$ cat src/rtl/tmr_evt_pkg.sv
package tmr_evt_pkg;
  typedef enum logic [1:0] {
    MODE_FREE     = 2'd0,
    MODE_CLR_A    = 2'd1,
    MODE_CLR_CAP  = 2'd2,
    MODE_FREE_ALT = 2'd3
  } tmr_mode_e;

  localparam int FLAG_W  = 8;
  localparam int BIT_OVF = 0;
  localparam int BIT_CA  = 1;
  localparam int BIT_CB  = 2;
  localparam int BIT_CC  = 3;
  localparam int BIT_CAP = 5;
  localparam logic [FLAG_W-1:0] FLAG_MASK = 8'b0010_1111;
endpackage

$ cat src/rtl/tmr_evt_counter.sv
module tmr_evt_counter
  import tmr_evt_pkg::*;
#(
  parameter int CNT_W = 16,
  parameter int NCMP  = 3
) (
  input  logic                       clk,
  input  logic                       rst,
  input  logic                       tick,
  input  tmr_mode_e                  mode,
  input  logic [NCMP-1:0][CNT_W-1:0] cmp_vals,
  input  logic [CNT_W-1:0]           cap_top,
  output logic [CNT_W-1:0]           cnt,
  output logic [NCMP-1:0]            cmp_hit,
  output logic                       ovf_hit,
  output logic                       cap_top_hit
);
  localparam logic [CNT_W-1:0] CNT_MAX = '1;

  logic at_top;

  always_comb begin
    case (mode)
      MODE_CLR_A:   at_top = (cnt == cmp_vals[0]);
      MODE_CLR_CAP: at_top = (cnt == cap_top);
      default:      at_top = 1'b0;
    endcase
  end

  always_ff @(posedge clk) begin
    if (rst)       cnt <= '0;
    else if (tick) cnt <= at_top ? '0 : cnt + 1'b1;
  end

  for (genvar g = 0; g < NCMP; g++) begin : g_cmp
    assign cmp_hit[g] = tick && (cnt == cmp_vals[g]);
  end

  assign ovf_hit     = tick && (cnt == CNT_MAX);
  assign cap_top_hit = tick && (mode == MODE_CLR_CAP) && (cnt == cap_top);

  assert_clr_a_wrap_R3: assert property (@(posedge clk) disable iff (rst)
    (tick && mode == MODE_CLR_A && cnt == cmp_vals[0]) |=> (cnt == '0));
  assert_free_step_R3: assert property (@(posedge clk) disable iff (rst)
    (tick && mode == MODE_FREE && cnt != CNT_MAX) |=> (cnt == CNT_W'($past(cnt) + 1'b1)));
  assert_idle_hold_R3: assert property (@(posedge clk) disable iff (rst)
    !tick |=> $stable(cnt));
endmodule

$ cat src/rtl/tmr_evt_capture.sv
module tmr_evt_capture #(
  parameter int CNT_W = 16,
  parameter int SYNC  = 2
) (
  input  logic             clk,
  input  logic             rst,
  input  logic             cap_pin,
  input  logic             cap_rise,
  input  logic             enable,
  input  logic [CNT_W-1:0] cnt,
  input  logic             wr_en,
  input  logic [CNT_W-1:0] wr_data,
  output logic [CNT_W-1:0] cap_reg,
  output logic             cap_evt
);
  // sh[SYNC-1] is the synchronized level, sh[SYNC] its previous value
  logic [SYNC:0] sh;
  logic          lvl, prv, edge_seen;

  always_ff @(posedge clk) begin
    if (rst) sh <= '0;
    else     sh <= {sh[SYNC-1:0], cap_pin};
  end

  assign lvl       = sh[SYNC-1];
  assign prv       = sh[SYNC];
  assign edge_seen = cap_rise ? (lvl & ~prv) : (~lvl & prv);
  assign cap_evt   = edge_seen && enable;

  always_ff @(posedge clk) begin
    if (rst)          cap_reg <= '0;
    else if (wr_en)   cap_reg <= wr_data;
    else if (cap_evt) cap_reg <= cnt;
  end

  assert_cap_copy_R6: assert property (@(posedge clk) disable iff (rst)
    (cap_evt && !wr_en) |=> (cap_reg == $past(cnt)));
  assert_cap_hold_R7: assert property (@(posedge clk) disable iff (rst)
    (!enable && !wr_en) |=> $stable(cap_reg));
  assert_cap_load_R13: assert property (@(posedge clk) disable iff (rst)
    wr_en |=> (cap_reg == $past(wr_data)));
endmodule

$ cat src/rtl/tmr_evt_flags.sv
module tmr_evt_flags
  import tmr_evt_pkg::*;
(
  input  logic              clk,
  input  logic              rst,
  input  logic [FLAG_W-1:0] set_vec,
  input  logic              wr_en,
  input  logic [FLAG_W-1:0] wr_data,
  input  logic [FLAG_W-1:0] ack,
  input  logic [FLAG_W-1:0] en,
  output logic [FLAG_W-1:0] flags,
  output logic [FLAG_W-1:0] irq
);
  logic [FLAG_W-1:0] clr, nxt;

  always_comb begin
    clr = ack | (wr_en ? wr_data : '0);
    nxt = ((flags & ~clr) | set_vec) & FLAG_MASK;
  end

  always_ff @(posedge clk) begin
    if (rst) flags <= '0;
    else     flags <= nxt;
  end

  assign irq = flags & en;

  assert_reserved_zero_R1: assert property (@(posedge clk) disable iff (rst)
    (flags & ~FLAG_MASK) == '0);

  for (genvar i = 0; i < FLAG_W; i++) begin : g_chk
    if (FLAG_MASK[i]) begin : g_valid
      assert_set_wins_R11: assert property (@(posedge clk) disable iff (rst)
        set_vec[i] |=> flags[i]);
      assert_w1c_R9: assert property (@(posedge clk) disable iff (rst)
        (wr_en && wr_data[i] && !set_vec[i]) |=> !flags[i]);
      assert_ack_R10: assert property (@(posedge clk) disable iff (rst)
        (ack[i] && !set_vec[i]) |=> !flags[i]);
      assert_hold_R9: assert property (@(posedge clk) disable iff (rst)
        (!clr[i] && !set_vec[i]) |=> $stable(flags[i]));
    end
  end
endmodule

$ cat src/rtl/tmr_evt_unit.sv
module tmr_evt_unit
  import tmr_evt_pkg::*;
#(
  parameter int CNT_W = 16,
  parameter int SYNC  = 2
) (
  input  logic             clk,
  input  logic             rst,
  input  logic             tick,
  input  logic [1:0]       mode_sel,
  input  logic             cap_rise,
  input  logic             cap_pin,
  input  logic [CNT_W-1:0] cmp_a,
  input  logic [CNT_W-1:0] cmp_b,
  input  logic [CNT_W-1:0] cmp_c,
  input  logic             cap_wr_en,
  input  logic [CNT_W-1:0] cap_wr_data,
  input  logic [2:0]       force_cmp,
  input  logic             flag_wr_en,
  input  logic [7:0]       flag_wr_data,
  input  logic [7:0]       irq_en,
  input  logic [7:0]       irq_ack,
  output logic [CNT_W-1:0] count,
  output logic [CNT_W-1:0] cap_val,
  output logic [7:0]       flags,
  output logic [7:0]       irq
);
  localparam int NCMP = 3;

  tmr_mode_e                  mode;
  logic [NCMP-1:0][CNT_W-1:0] cmp_vals;
  logic [NCMP-1:0]            cmp_hit;
  logic                       ovf_hit, cap_top_hit, cap_evt;
  logic [FLAG_W-1:0]          set_vec;

  assign mode     = tmr_mode_e'(mode_sel);
  assign cmp_vals = {cmp_c, cmp_b, cmp_a};

  tmr_evt_counter #(.CNT_W(CNT_W), .NCMP(NCMP)) u_cnt (
    .clk(clk), .rst(rst), .tick(tick), .mode(mode), .cmp_vals(cmp_vals),
    .cap_top(cap_val), .cnt(count), .cmp_hit(cmp_hit), .ovf_hit(ovf_hit),
    .cap_top_hit(cap_top_hit)
  );

  tmr_evt_capture #(.CNT_W(CNT_W), .SYNC(SYNC)) u_cap (
    .clk(clk), .rst(rst), .cap_pin(cap_pin), .cap_rise(cap_rise),
    .enable(mode != MODE_CLR_CAP), .cnt(count), .wr_en(cap_wr_en),
    .wr_data(cap_wr_data), .cap_reg(cap_val), .cap_evt(cap_evt)
  );

  always_comb begin
    set_vec          = '0;
    set_vec[BIT_OVF] = ovf_hit;
    set_vec[BIT_CA]  = cmp_hit[0];
    set_vec[BIT_CB]  = cmp_hit[1];
    set_vec[BIT_CC]  = cmp_hit[2];
    set_vec[BIT_CAP] = cap_evt | cap_top_hit;
  end

  tmr_evt_flags u_flg (
    .clk(clk), .rst(rst), .set_vec(set_vec), .wr_en(flag_wr_en),
    .wr_data(flag_wr_data), .ack(irq_ack), .en(irq_en), .flags(flags), .irq(irq)
  );

  for (genvar k = 0; k < NCMP; k++) begin : g_force_chk
    assert_force_noset_R5: assert property (@(posedge clk) disable iff (rst)
      (force_cmp[k] && !(tick && count == cmp_vals[k]) && !flags[BIT_CA+k])
      |=> !flags[BIT_CA+k]);
  end

  assert_cmp_a_set_R4: assert property (@(posedge clk) disable iff (rst)
    (tick && count == cmp_a) |=> flags[BIT_CA]);
  assert_ovf_set_R8: assert property (@(posedge clk) disable iff (rst)
    (tick && count == '1) |=> flags[BIT_OVF]);
  assert_top_cap_set_R7: assert property (@(posedge clk) disable iff (rst)
    (tick && mode_sel == 2'd2 && count == cap_val) |=> flags[BIT_CAP]);
  assert_irq_gate_R12: assert property (@(posedge clk) disable iff (rst)
    irq == (flags & irq_en));
endmodule

$ cat config.mk
export PLATFORM = sky130hd
export DESIGN_NAME = tmr_evt_unit
export DESIGN_NICKNAME = d
export VERILOG_FILES = /design/src/rtl/tmr_evt_pkg.sv /design/src/rtl/tmr_evt_counter.sv /design/src/rtl/tmr_evt_capture.sv /design/src/rtl/tmr_evt_flags.sv /design/src/rtl/tmr_evt_unit.sv
export SDC_FILE = /design/constraint.sdc
export NUM_CORES = 1
export LEC_CHECK = 0
export BUFFER_PORTS_ARGS = -buffer_cell sky130_fd_sc_hd__buf_2
export CAP_MARGIN = 40
export CORE_ASPECT_RATIO = 1.25
export CORE_MARGIN = 5
export CORE_UTILIZATION = 50
export DETAILED_ROUTE_END_ITERATION = 8
export HOLD_SLACK_MARGIN = 0.02
export PLACE_DENSITY = 0.88
export SYNTH_ARGS = -nofsm -noshare
export SYNTH_HDL_FRONTEND = slang
export SYNTH_HIERARCHICAL = 1
export SYNTH_SLANG_ARGS = --single-unit
$ cat constraint.sdc
create_clock -name clk -period 3.65 [get_ports clk]
set_clock_uncertainty 0.15 [all_clocks]
set_input_delay 0 -clock clk [delete_from_list [all_inputs] [get_ports clk]]
set_output_delay 0 -clock clk [all_outputs]
set_load 0.01 [all_outputs]
==> results, run 1 <==
- Setup slack on the worst reg-to-reg path comes out at roughly 780 ps.
- The placed wire-length estimate after detailed placement is roughly 6.8 mm.
- Counting every instance in the synthesized netlist gives about 340.
- The die span in y is between 90 and 100 µm.
- The total I/O pin count is between 100 and 150.
- The flow ran to the end, and the final reports show no timing, DRC or antenna violations.
- The hold violation count in the final report came to 0.
- The die is slightly below 80 µm wide.
- The hold-critical path endpoint is u_flg/flags[1].
- The total length of routed met3 wires is 803 µm.
- Averaged over all synthesized cells, the footprint is a little under 9 µm².
- The worst hold path belongs to the class primary input to flop.
- After detailed routing, no signal wire sits above met4.
- The antenna diode count is 0.
- The worst setup path is launched from a flop.
- The die covers 7500 µm².
- The number of placement rows is 31.
- The maximum fanout along the worst path is 10.
- The TritonCTS clock tree is yes.
- The synthesized area is 2930 µm².
- The global-route wire length before repair is 15.0 mm.
- The total length of routed met2 wires is between 5 and 6 mm.
- The mean number of vias per cell is between 5 and 6.
- The routability congestion estimate from global placement is 0.855.
- The overall via count from detail_route is around 3100.
- The post-synthesis to final-layout area growth is 29.2%.
- The worst-skew pair later-pin latency is between 200 and 300 ps.
- The routed length per placed instance is about 18 µm.
- The maximum number of buffers from clock root to sink is 2.
- The count of buffers inserted at the top-level ports is ~130.
- The count of nets left with antenna violations once routing finished came out at 0.
- The detailed router finished its first iteration with 308 violations.
- The logic depth of the worst register-to-register path is 7.
- The period utilization is 0.787.
- The post-CTS setup repair buffer count is 0.
- The floorplan core area is approximately 5700 µm².
- In this run the tightest slew margin relative to its limit is 0.401.
- After routing, the total negative slack on setup checks comes to 0 ps.
- The global route total overflow is 0.
- The number of global-route vias before repair came to around 3100.
- The number of buffers added by the clock tree synthesis step is 5.
- The number of max-slew violations in the final report is 0.
- In the final layout, the share of cells above drive strength 1 is 0.337.
- The effective utilization at floorplan is 0.511.
- The worst register-to-register path ends at u_flg/flags[2].
- The clock drives 40 sinks.
- The reported max-cap violation count is 0.
- The worst hold path cell count is 2.
- Prior to clock tree synthesis, the placed netlist has a worst setup slack of ~1300 ps.
- In the global route stage, overall resource usage came out at 0.256.
- The total power per unit cell area is about 260 nW/µm².
- The startpoint of the lowest-slack register-to-register path is u_cnt/cnt[4].
- The signal on the critical path passes through xor2_1 -> nor4_1 -> nand4_1 -> nor3_1 -> a31oi_1 -> dlygate4sd3_1 -> nor2_1.
- The worst-case IR drop observed on VDD is 0.166 mV.
- Data arrives at the worst endpoint at between 2000 and 3000 ps.
- At the pin with the least slew margin, the transition time is about 900 ps.
- The analysis attributes to cell leakage a power of approximately 1.8 nW.
- The critical path required time is 3730 ps.
- The clock tree root buffer cell is clkbuf_8.
- The maximum clock frequency is around 350 MHz.
- Setup violations remaining at the end of the flow were counted as 0.
- After clock tree synthesis, the clock-pin slew on the worst setup and hold paths is roughly 80 ps.
- Setup repair after global routing left no endpoint under its margin.
- The longest individual stage delay on the worst path is between 600 and 700 ps.
- The count of synthesis-stage warnings from yosys is 6.
- The final worst setup slack is approximately 800 ps.
- The beginning of the worst hold path is rst.
- The wire length reported by the detailed router is around 9.9 mm.
- The critical path is of the flop to flop type.
- The met1 wire length is between 3 and 4 mm.
- The number of fillers in the final layout is slightly below 500.
- The endpoint class of the critical path is a flop.
- The number of antenna violations at the first check in global routing is 0.
- For this run, design rule violations remaining after detail routing come to 0.
- The worst path needs approximately 2900 ps of the cycle, external delays included.
- The count of nets after finishing is roughly 570.
- The maximum number of pins on one net before global-route repair is 33.
- The H-tree was split into 2 levels.
- The number of iterations in the first detailed-routing pass is 7.
- For this run, the share of the core covered by cells in the final layout is 0.660.
- In this run, post-CTS repair resized a total of 0 instances.
- On the critical path, the stage with the largest delay is an instance of dfxtp_1.
-- critical path, delay by kind of cell (launching register included) --
kind | cells | cell delay, ps
and+or+nand+nor | 4 | 1200
DFF | 1 | 640
buffers and inverters | 1 | 580
xor gates and xnor gates | 1 | 120
AOI/OAI and AO/OA | 1 | 100
-- final cells by class --
class | instances | area [µm²] | area share
Tap cell | 66 | 82.6 | 0.0218
Clock inverter | 2 | 10.0 | 0.00264
Clock buffer | 6 | 82.6 | 0.0218
Timing Repair Buffer | 158 | 953 | 0.252
Inverter | 9 | 33.8 | 0.00892
Multi-Input combinational cell | 257 | 1830 | 0.482
Sequential cell | 40 | 801 | 0.211
-- layout by cell type (no fill, tap or decap), types with 7 or more instances in the layout --
| cell | instances |
|---|---|
| buf_2 | 129 |
| xor2_1 | 52 |
| dfxtp_1 | 40 |
| dlygate4sd3_1 | 28 |
| nor2_1 | 28 |
| nand3_1 | 23 |
| xnor2_1 | 22 |
| o211ai_1 | 16 |
| a311oi_1 | 16 |
| nand2_1 | 15 |
| nand4_1 | 10 |
| nor2_2 | 10 |
| inv_1 | 9 |
| and2_1 | 7 |
-- report_power, final --
part	switching (mW)	total, mW	internal [mW]
clock	0.160	0.311	0.151
sequential	0.0218	0.474	0.452
combinational	0.105	0.216	0.111
total	0.286	1.00	0.714
-- worst max-delay path by stage --
stage,from,end,slack [ps],cells past startpoint
3_5_place_dp,u_cnt/cnt[14],u_cnt/cnt[10],1320,6
5_1_grt,u_cnt/cnt[4],u_flg/flags[2],710,7
6_report,u_cnt/cnt[4],u_flg/flags[2],780,7
3_3_place_gp,u_cnt/cnt[14],u_cnt/cnt[10],1360,6
4_1_cts,u_cnt/cnt[4],u_flg/flags[2],930,7
2_1_floorplan,u_cnt/cnt[1],u_cnt/cnt[11],1730,8
-- metrics by stage --
step	instances	area, µm²	total power, mW	hold slack (ps)
4_1_cts	538	3790	0.994	29.2
5_1_grt	538	3790	1.04	48.3
6_report	538	3790	1.00	31.8
2_1_floorplan	342	2950	0.591	-80.9
3_3_place_gp	501	3390	0.663	68.9
3_5_place_dp	502	3420	0.674	70.1
-- repair_timing --
| action | in CTS | in global routing |
|---|---|---|
| endpoints found under the hold margin | 25 | 0 |
| setup endpoints to repair | 0 | 0 |
| hold buffers | 28 | 0 |
-- per-layer routing --
layer | GRT usage | vias to the layer above
li1 | - | 1426
met1 | 0.277 | 1428
met2 | 0.459 | 197
met3 | 0.0510 | 36
met4 | 0.155 | 0
met5 | 0 | -
Note: power is estimated with default switching activity, not from simulation.
==> inputs of run 2 (changes only) <==
- CORE_UTILIZATION: 50 -> 46
- PLACE_DENSITY: 0.88 -> 0.82
- clock period: 3.65 -> 2.8 ns (I/O delays scaled with it)
==> results, run 2 (synthesis results as in run 1) <==
- The endpoint class of the critical path was a flop (unchanged).
- The maximum number of pins on one net before global-route repair came to 31 (was 33).
- The number of placement rows was 32 (was 31).
- The maximum clock frequency is 382 MHz (was 348 MHz).
- The number of DRC violations after detailed-routing iteration 0 is 162 (was 308).
- The number of buffers added by the clock tree synthesis step is 5 (unchanged).
- The cell with the largest stage delay on the worst path is dfxtp_1 (unchanged).
- The commonest non-fill, non-tap cell in the layout is buf_2 (unchanged).
- The post-CTS clock slew at the launch and capture registers of the worst setup and hold paths was 80 ps (about the same).
- The quantity of gates resized following cts is 0 (unchanged).
- The maximum number of buffers from clock root to sink came to 2 (unchanged).
- The number of hold buffers added after CTS is 28 (unchanged).
- The met1 wire length is 3.44 mm (was 3.49 mm).
- The total I/O pin count is 148 (unchanged).
- The wire length reported by the detailed router is 8.92 mm (was 9.86 mm).
- The period utilization is 0.935 (was 0.787).
- List of cells traversed by the critical path: xor2_1 -> nor4_2 -> nand2_1 -> nor3b_1 -> and3_2 -> or2_1 -> a31oi_1 -> dlygate4sd3_1 -> nor2_1 (was xor2_1 -> nor4_1 -> nand4_1 -> nor3_1 -> a31oi_1 -> dlygate4sd3_1 -> nor2_1).
- The capture point of the worst reg-to-reg path is u_flg/flags[5] (was u_flg/flags[2]).
- The maximum fanout along the worst path came to 9 (was 10).
- The total negative slack is 0 ps (unchanged).
- The global-route wire length before repair is 14.4 mm (was 15.0 mm).
- The number of antenna violations at the first check in global routing is 0 (unchanged).
- The relative slew slack is 0.492 (was 0.401).
- The beginning of the worst hold path is rst (unchanged).
- The TritonCTS clock tree was yes (unchanged).
- The total length of routed met2 wires is 4.66 mm (was 5.24 mm).
- The final design area excluding fillers came to 3870 µm² (was 3790 µm²).
- The count of antenna-violating nets left after detailed routing is 0 (unchanged).
- The effective utilization at floorplan is 0.472 (was 0.511).
- The clock tree root buffer cell is clkbuf_8 (unchanged).
- The logic depth of the worst register-to-register path was 9 (was 7).
- The critical path class is flop to flop (unchanged).
- The clock period minus worst slack was 2620 ps (was 2870 ps).
- Unrepaired setup endpoints after global routing: false (unchanged).
- The overall via count from detail_route is 2926 (was 3087).
- The total length of routed met3 wires came to 568 µm (was 803 µm).
- The number of max-slew violations in the final report is 0 (unchanged).
- The number of iterations in the first detailed-routing pass is 4 (was 7).
- The worst hold path cell count came to 2 (unchanged).
- The routability congestion estimate from global placement is 0.858 (was 0.855).
- The highest layer used for signal routing is met4 (unchanged).
- The placed wire-length estimate after detailed placement is 6.90 mm (was 6.82 mm).
- The mean number of vias per cell is 5.16 (was 5.74).
- The worst hold slack across all endpoints came to 21.8 ps (was 31.8 ps).
- The total DRC errors in the routed layout came to 0 (unchanged).
- The reported max-cap violation count is 0 (unchanged).
- The worst setup slack for register-to-register paths is 180 ps (was 780 ps).
- The ratio of cells with drive above 1 in the final layout is 0.349 (was 0.337).
- The leakage component of the power is 1.83 nW (was 1.79 nW).
- Commonest cells after routing, fill and taps aside: buf_2 (129), xor2_1 (52), dfxtp_1 (40) (unchanged).
- The worst-skew pair later-pin latency is 290 ps (about the same).
- The startpoint of the lowest-slack register-to-register path is u_cnt/cnt[10] (was u_cnt/cnt[4]).
- The die width came to 81.4 µm (was 78.5 µm).
- The global route total overflow is 0 (unchanged).
- The worst min-delay path category is primary input to flop (unchanged).
- The count of nets after finishing came to 584 (was 574).
- The number of clock sinks seen by CTS came to 40 (unchanged).
- The post-synthesis to final-layout area growth is 32.1% (was 29.2%).
- The cell area reported after detailed placement is 3500 µm² (was 3420 µm²).
- The antenna diode count is 0 (unchanged).
- The post-CTS setup repair buffer count came to 0 (unchanged).
- The total power per unit cell area was 329 nW/µm² (was 264 nW/µm²).
- The hold violation count in the final report is 0 (unchanged).
- The slew at the pin closest to its max-slew limit is 757 ps (was 893 ps).
- The die span in y is 99.3 µm (was 95.6 µm).
- The final-report setup violation count was 0 (unchanged).
- The data arrival time at the worst-slack endpoint is 2700 ps (was 2950 ps).
- Status: complete, no violations (unchanged).
- The overall fraction of global-route tracks in use is 0.224 (was 0.256).
- The critical path required time is 2880 ps (was 3730 ps).
- The hold-critical path endpoint is u_flg/flags[3] (was u_flg/flags[1]).
- The kind of launch point of the worst setup path is a flop (unchanged).
- The H-tree depth was 2 (unchanged).
- The largest vdd supply drop is 0.172 mV (was 0.166 mV).
- The count of buffers inserted at the top-level ports is 129 (unchanged).
- The floorplan core area is 6210 µm² (was 5740 µm²).
- The longest individual stage delay on the worst path was 600 ps (was 640 ps).
- The routed length per placed instance is 15.7 µm (was 18.3 µm).
- The number of global-route vias before repair is 3080 (was 3131).
- The die footprint is 8080 µm² (was 7500 µm²).
==> run 2: cell types whose count changed in the layout (fill, tap and decap cells not counted), sizes merged <==
cell	before	now
clkinv	2	1
clkinvlp	0	1
buf	130	140
==> run 2: per-stage QoR <==
stage          setup slack, ps  power (mW)  utilization  cells
4_1_cts                    210        1.28        0.624    567
2_1_floorplan              880       0.770            -    342
3_5_place_dp               511       0.881        0.564    531
3_3_place_gp               604       0.872        0.562    530
5_1_grt                   11.4        1.34        0.624    567
6_report                   181        1.28        0.624    567
==> run 2: worst max-delay path: cells and delay by family (launching register included) <==
kind                      cells  cell delay (ps)
buffers and inverters         1              570
AOI/OAI and AO/OA             1               50
xor gates and xnor gates      1              150
DFF                           1              600
and+or+nand+nor               6             1040
==> run 2: power breakdown <==
group | switching, mW | total (mW) | internal (mW)
clock network | 0.202 | 0.380 | 0.177
logic | 0.137 | 0.283 | 0.147
registers | 0.0225 | 0.612 | 0.590
total | 0.362 | 1.28 | 0.913
==> run 2: per-layer routing <==
metal | vias up | GRT usage
li1 | 1436 | -
met1 | 1345 | 0.257
met2 | 125 | 0.407
met3 | 20 | 0.0344
met4 | 0 | 0.0871
met5 | - | 0
==> run 2: final cells by class <==
cell class | instances | area, µm²
Tap cell | 85 | 106
Clock buffer | 6 | 72.6
Multi-Input combinational cell | 257 | 1830
Clock inverter | 2 | 16.3
Fill cell | 529 | 2330
Timing Repair Buffer | 168 | 1020
Sequential cell | 40 | 801
Inverter | 9 | 33.8
==> run 2: worst max-delay path by stage <==
| stage | from | to | slack (ps) | cells after the start |
|---|---|---|---|---|
| 3_5_place_dp | u_cnt/cnt[11] | u_cnt/cnt[10] | 510 | 6 |
| 2_1_floorplan | u_cnt/cnt[1] | u_cnt/cnt[11] | 880 | 8 |
| 3_3_place_gp | u_cnt/cnt[11] | u_cnt/cnt[9] | 600 | 6 |
| 4_1_cts | u_cnt/cnt[10] | u_flg/flags[5] | 210 | 9 |
| 6_report | u_cnt/cnt[10] | u_flg/flags[5] | 180 | 9 |
| 5_1_grt | u_cnt/cnt[10] | u_flg/flags[5] | 10 | 9 |
==> inputs of run 3 (changes only) <==
- ABC_AREA: default -> 1
- CORE_UTILIZATION: 46 -> 49
- PLACE_DENSITY: 0.82 -> 0.83
==> results, run 3 <==
- The number of DRC violations after detailed-routing iteration 0 is 414 (was 162).
- The number of buffers added by the clock tree synthesis step is 5 (unchanged).
- Commonest cells after routing, fill and taps aside: nand2_1 (204), buf_2 (129), inv_1 (98) (was buf_2 (129), xor2_1 (52), dfxtp_1 (40)).
- The count of antenna-violating nets left after detailed routing is 0 (unchanged).
- The total chip power is 1.50 mW (was 1.28 mW).
- Status: complete, no violations (unchanged).
- The endpoint class of the critical path is a flop (unchanged).
- The overall via count from detail_route was 4291 (was 2926).
- The count of nets after finishing is 845 (was 584).
- The placed wire-length estimate after detailed placement is 8.55 mm (was 6.90 mm).
- The antenna diode count is 0 (unchanged).
- The number of placement rows is 33 (was 32).
- The number of hold buffers added after CTS was 36 (was 28).
- The overall fraction of global-route tracks in use came to 0.259 (was 0.224).
- The number of global-route vias before repair is 3917 (was 3080).
- The post-CTS clock slew at the launch and capture registers of the worst setup and hold paths is 80 ps (about the same).
- The final instance count without filler cells is 830 (was 567).
- The ratio of cells with drive above 1 in the final layout is 0.223 (was 0.349).
- The pre-CTS worst setup slack is 661 ps (was 511 ps).
- The maximum number of pins on one net before global-route repair was 49 (was 31).
- The total I/O pin count is 148 (unchanged).
- The cell area reported after detailed placement came to 4000 µm² (was 3500 µm²).
- The critical path class is flop to flop (unchanged).
- The number of placed instances with taps included is 786 (was 531).
- The logic depth of the worst register-to-register path is 8 (was 9).
- The routability congestion estimate from global placement was 0.860 (was 0.858).
- The data arrival time at the worst-slack endpoint was 2690 ps (was 2700 ps).
- The synthesized area is 3380 µm² (was 2930 µm²).
- The reported max-cap violation count is 0 (unchanged).
- The worst min-delay path category was primary input to flop (unchanged).
- The maximum fanout along the worst path is 10 (was 9).
- The post-CTS setup repair buffer count is 0 (unchanged).
- The post-synthesis to final-layout area growth is 32.8% (was 32.1%).
- The final-report setup violation count is 0 (unchanged).
- The effective utilization at floorplan is 0.508 (was 0.472).
- The worst setup slack for register-to-register paths was 200 ps (was 180 ps).
- The critical path required time is 2900 ps (was 2880 ps).
- The mean number of vias per cell is 5.17 (was 5.16).
- The quantity of gates resized following cts is 0 (unchanged).
- The routed length per placed instance was 14.0 µm (was 15.7 µm).
- The total negative slack is 0 ps (unchanged).
- The global-route wire length before repair is 18.1 mm (was 14.4 mm).
- The worst hold path cell count is 6 (was 2).
- The beginning of the worst hold path is mode_sel[1] (was rst).
- The hold-critical path endpoint is u_cnt/cnt[1] (was u_flg/flags[3]).
- The die footprint is 8660 µm² (was 8080 µm²).
- The maximum clock frequency is 385 MHz (was 382 MHz).
- The H-tree depth is 2 (unchanged).
- The clock tree root buffer cell is clkbuf_8 (unchanged).
- The final worst setup slack is 205 ps (was 181 ps).
- Unrepaired setup endpoints after global routing: false (unchanged).
- The leakage component of the power was 2.55 nW (was 1.83 nW).
- The floorplan core area is 6650 µm² (was 6210 µm²).
- The startpoint of the lowest-slack register-to-register path is u_cnt/cnt[1] (was u_cnt/cnt[10]).
- The commonest non-fill, non-tap cell in the layout is nand2_1 (was buf_2).
- The TritonCTS clock tree is yes (unchanged).
- The global route total overflow is 0 (unchanged).
- The number of instances in the synthesized netlist is 585 (was 337).
- The number of clock sinks seen by CTS is 40 (unchanged).
- The hold violation count in the final report is 0 (unchanged).
- The clock period minus worst slack is 2600 ps (was 2620 ps).
- The die span in y came to 103 µm (was 99.3 µm).
- The relative slew slack is 0.472 (was 0.492).
- The worst-skew pair later-pin latency is 300 ps (was 290 ps).
- The kind of launch point of the worst setup path is a flop (unchanged).
- The slew at the pin closest to its max-slew limit is 791 ps (was 757 ps).
- The number of max-slew violations in the final report is 0 (unchanged).
- The count of buffers inserted at the top-level ports is 129 (unchanged).
- The count of synthesis-stage warnings from yosys was 6 (unchanged).
- The capture point of the worst reg-to-reg path is u_flg/flags[0] (was u_flg/flags[5]).
- The total DRC errors in the routed layout was 0 (unchanged).
- The final design area excluding fillers came to 4480 µm² (was 3870 µm²).
- The number of iterations in the first detailed-routing pass was 5 (was 4).
- The wire length reported by the detailed router came to 11.6 mm (was 8.92 mm).
- The total power per unit cell area is 335 nW/µm² (was 329 nW/µm²).
- The mean area per synthesized cell came to 5.77 µm² (was 8.70 µm²).
- The period utilization is 0.927 (was 0.935).
- The die width is 84.3 µm (was 81.4 µm).
- The number of antenna violations at the first check in global routing is 0 (unchanged).
- The largest vdd supply drop is 0.171 mV (was 0.172 mV).
- The maximum number of buffers from clock root to sink is 2 (unchanged).
==> run 3: layer usage <==
metal	vias up	track usage	part of all wire
met3	37	0.0552	0.096
met4	0	0.126	0.032
met5	-	0	0
met1	1926	0.283	0.37
met2	238	0.476	0.51
li1	2090	-	-
==> run 3: power by group <==
| group | internal, mW | total (mW) | switching, mW |
|---|---|---|---|
| clock network | 0.315 | 0.525 | 0.210 |
| logic | 0.166 | 0.357 | 0.191 |
| registers | 0.591 | 0.622 | 0.0308 |
| total | 1.07 | 1.50 | 0.432 |
==> run 3: worst max-delay path: stages, from the launching register on <==
cell and delay [ps]:
dfxtp_1 600, ha_1 250, nand2_1 110, nor3_1 330, nand4_1 170, nor3_1 160, inv_1 60, a21oi_1 150
dlygate4sd3_1 560
==> run 3: how the worst max path moves through the flow <==
stage	to	cells after the start	from
after CTS	u_flg/flags[0]	8	u_cnt/cnt[1]
after detailed placement	u_cnt/cnt[0]	11	u_cnt/cnt[0]
after global routing	u_flg/flags[0]	8	u_cnt/cnt[1]
after floorplan	u_cnt/cnt[10]	12	u_cnt/cnt[0]
final	u_flg/flags[0]	8	u_cnt/cnt[1]
after global placement	u_cnt/cnt[14]	11	u_cnt/cnt[0]
==> run 3: area by class of cell <==
cell class | instances | area [µm²]
Clock inverter | 1 | 30.0
Inverter | 102 | 383
Tap cell | 87 | 109
Clock buffer | 7 | 96.3
Sequential cell | 40 | 801
Timing Repair Buffer | 170 | 1040
Fill cell | 618 | 2160
Multi-Input combinational cell | 423 | 2020
==> run 3: stage by stage <==
stage | hold WS [ps] | utilization
global route | 111 | 0.674
global placement | 52.0 | 0.601
floorplan | -80.9 | -
detailed placement | 66.9 | 0.601
CTS | 65.8 | 0.674
finish | 64.9 | 0.674
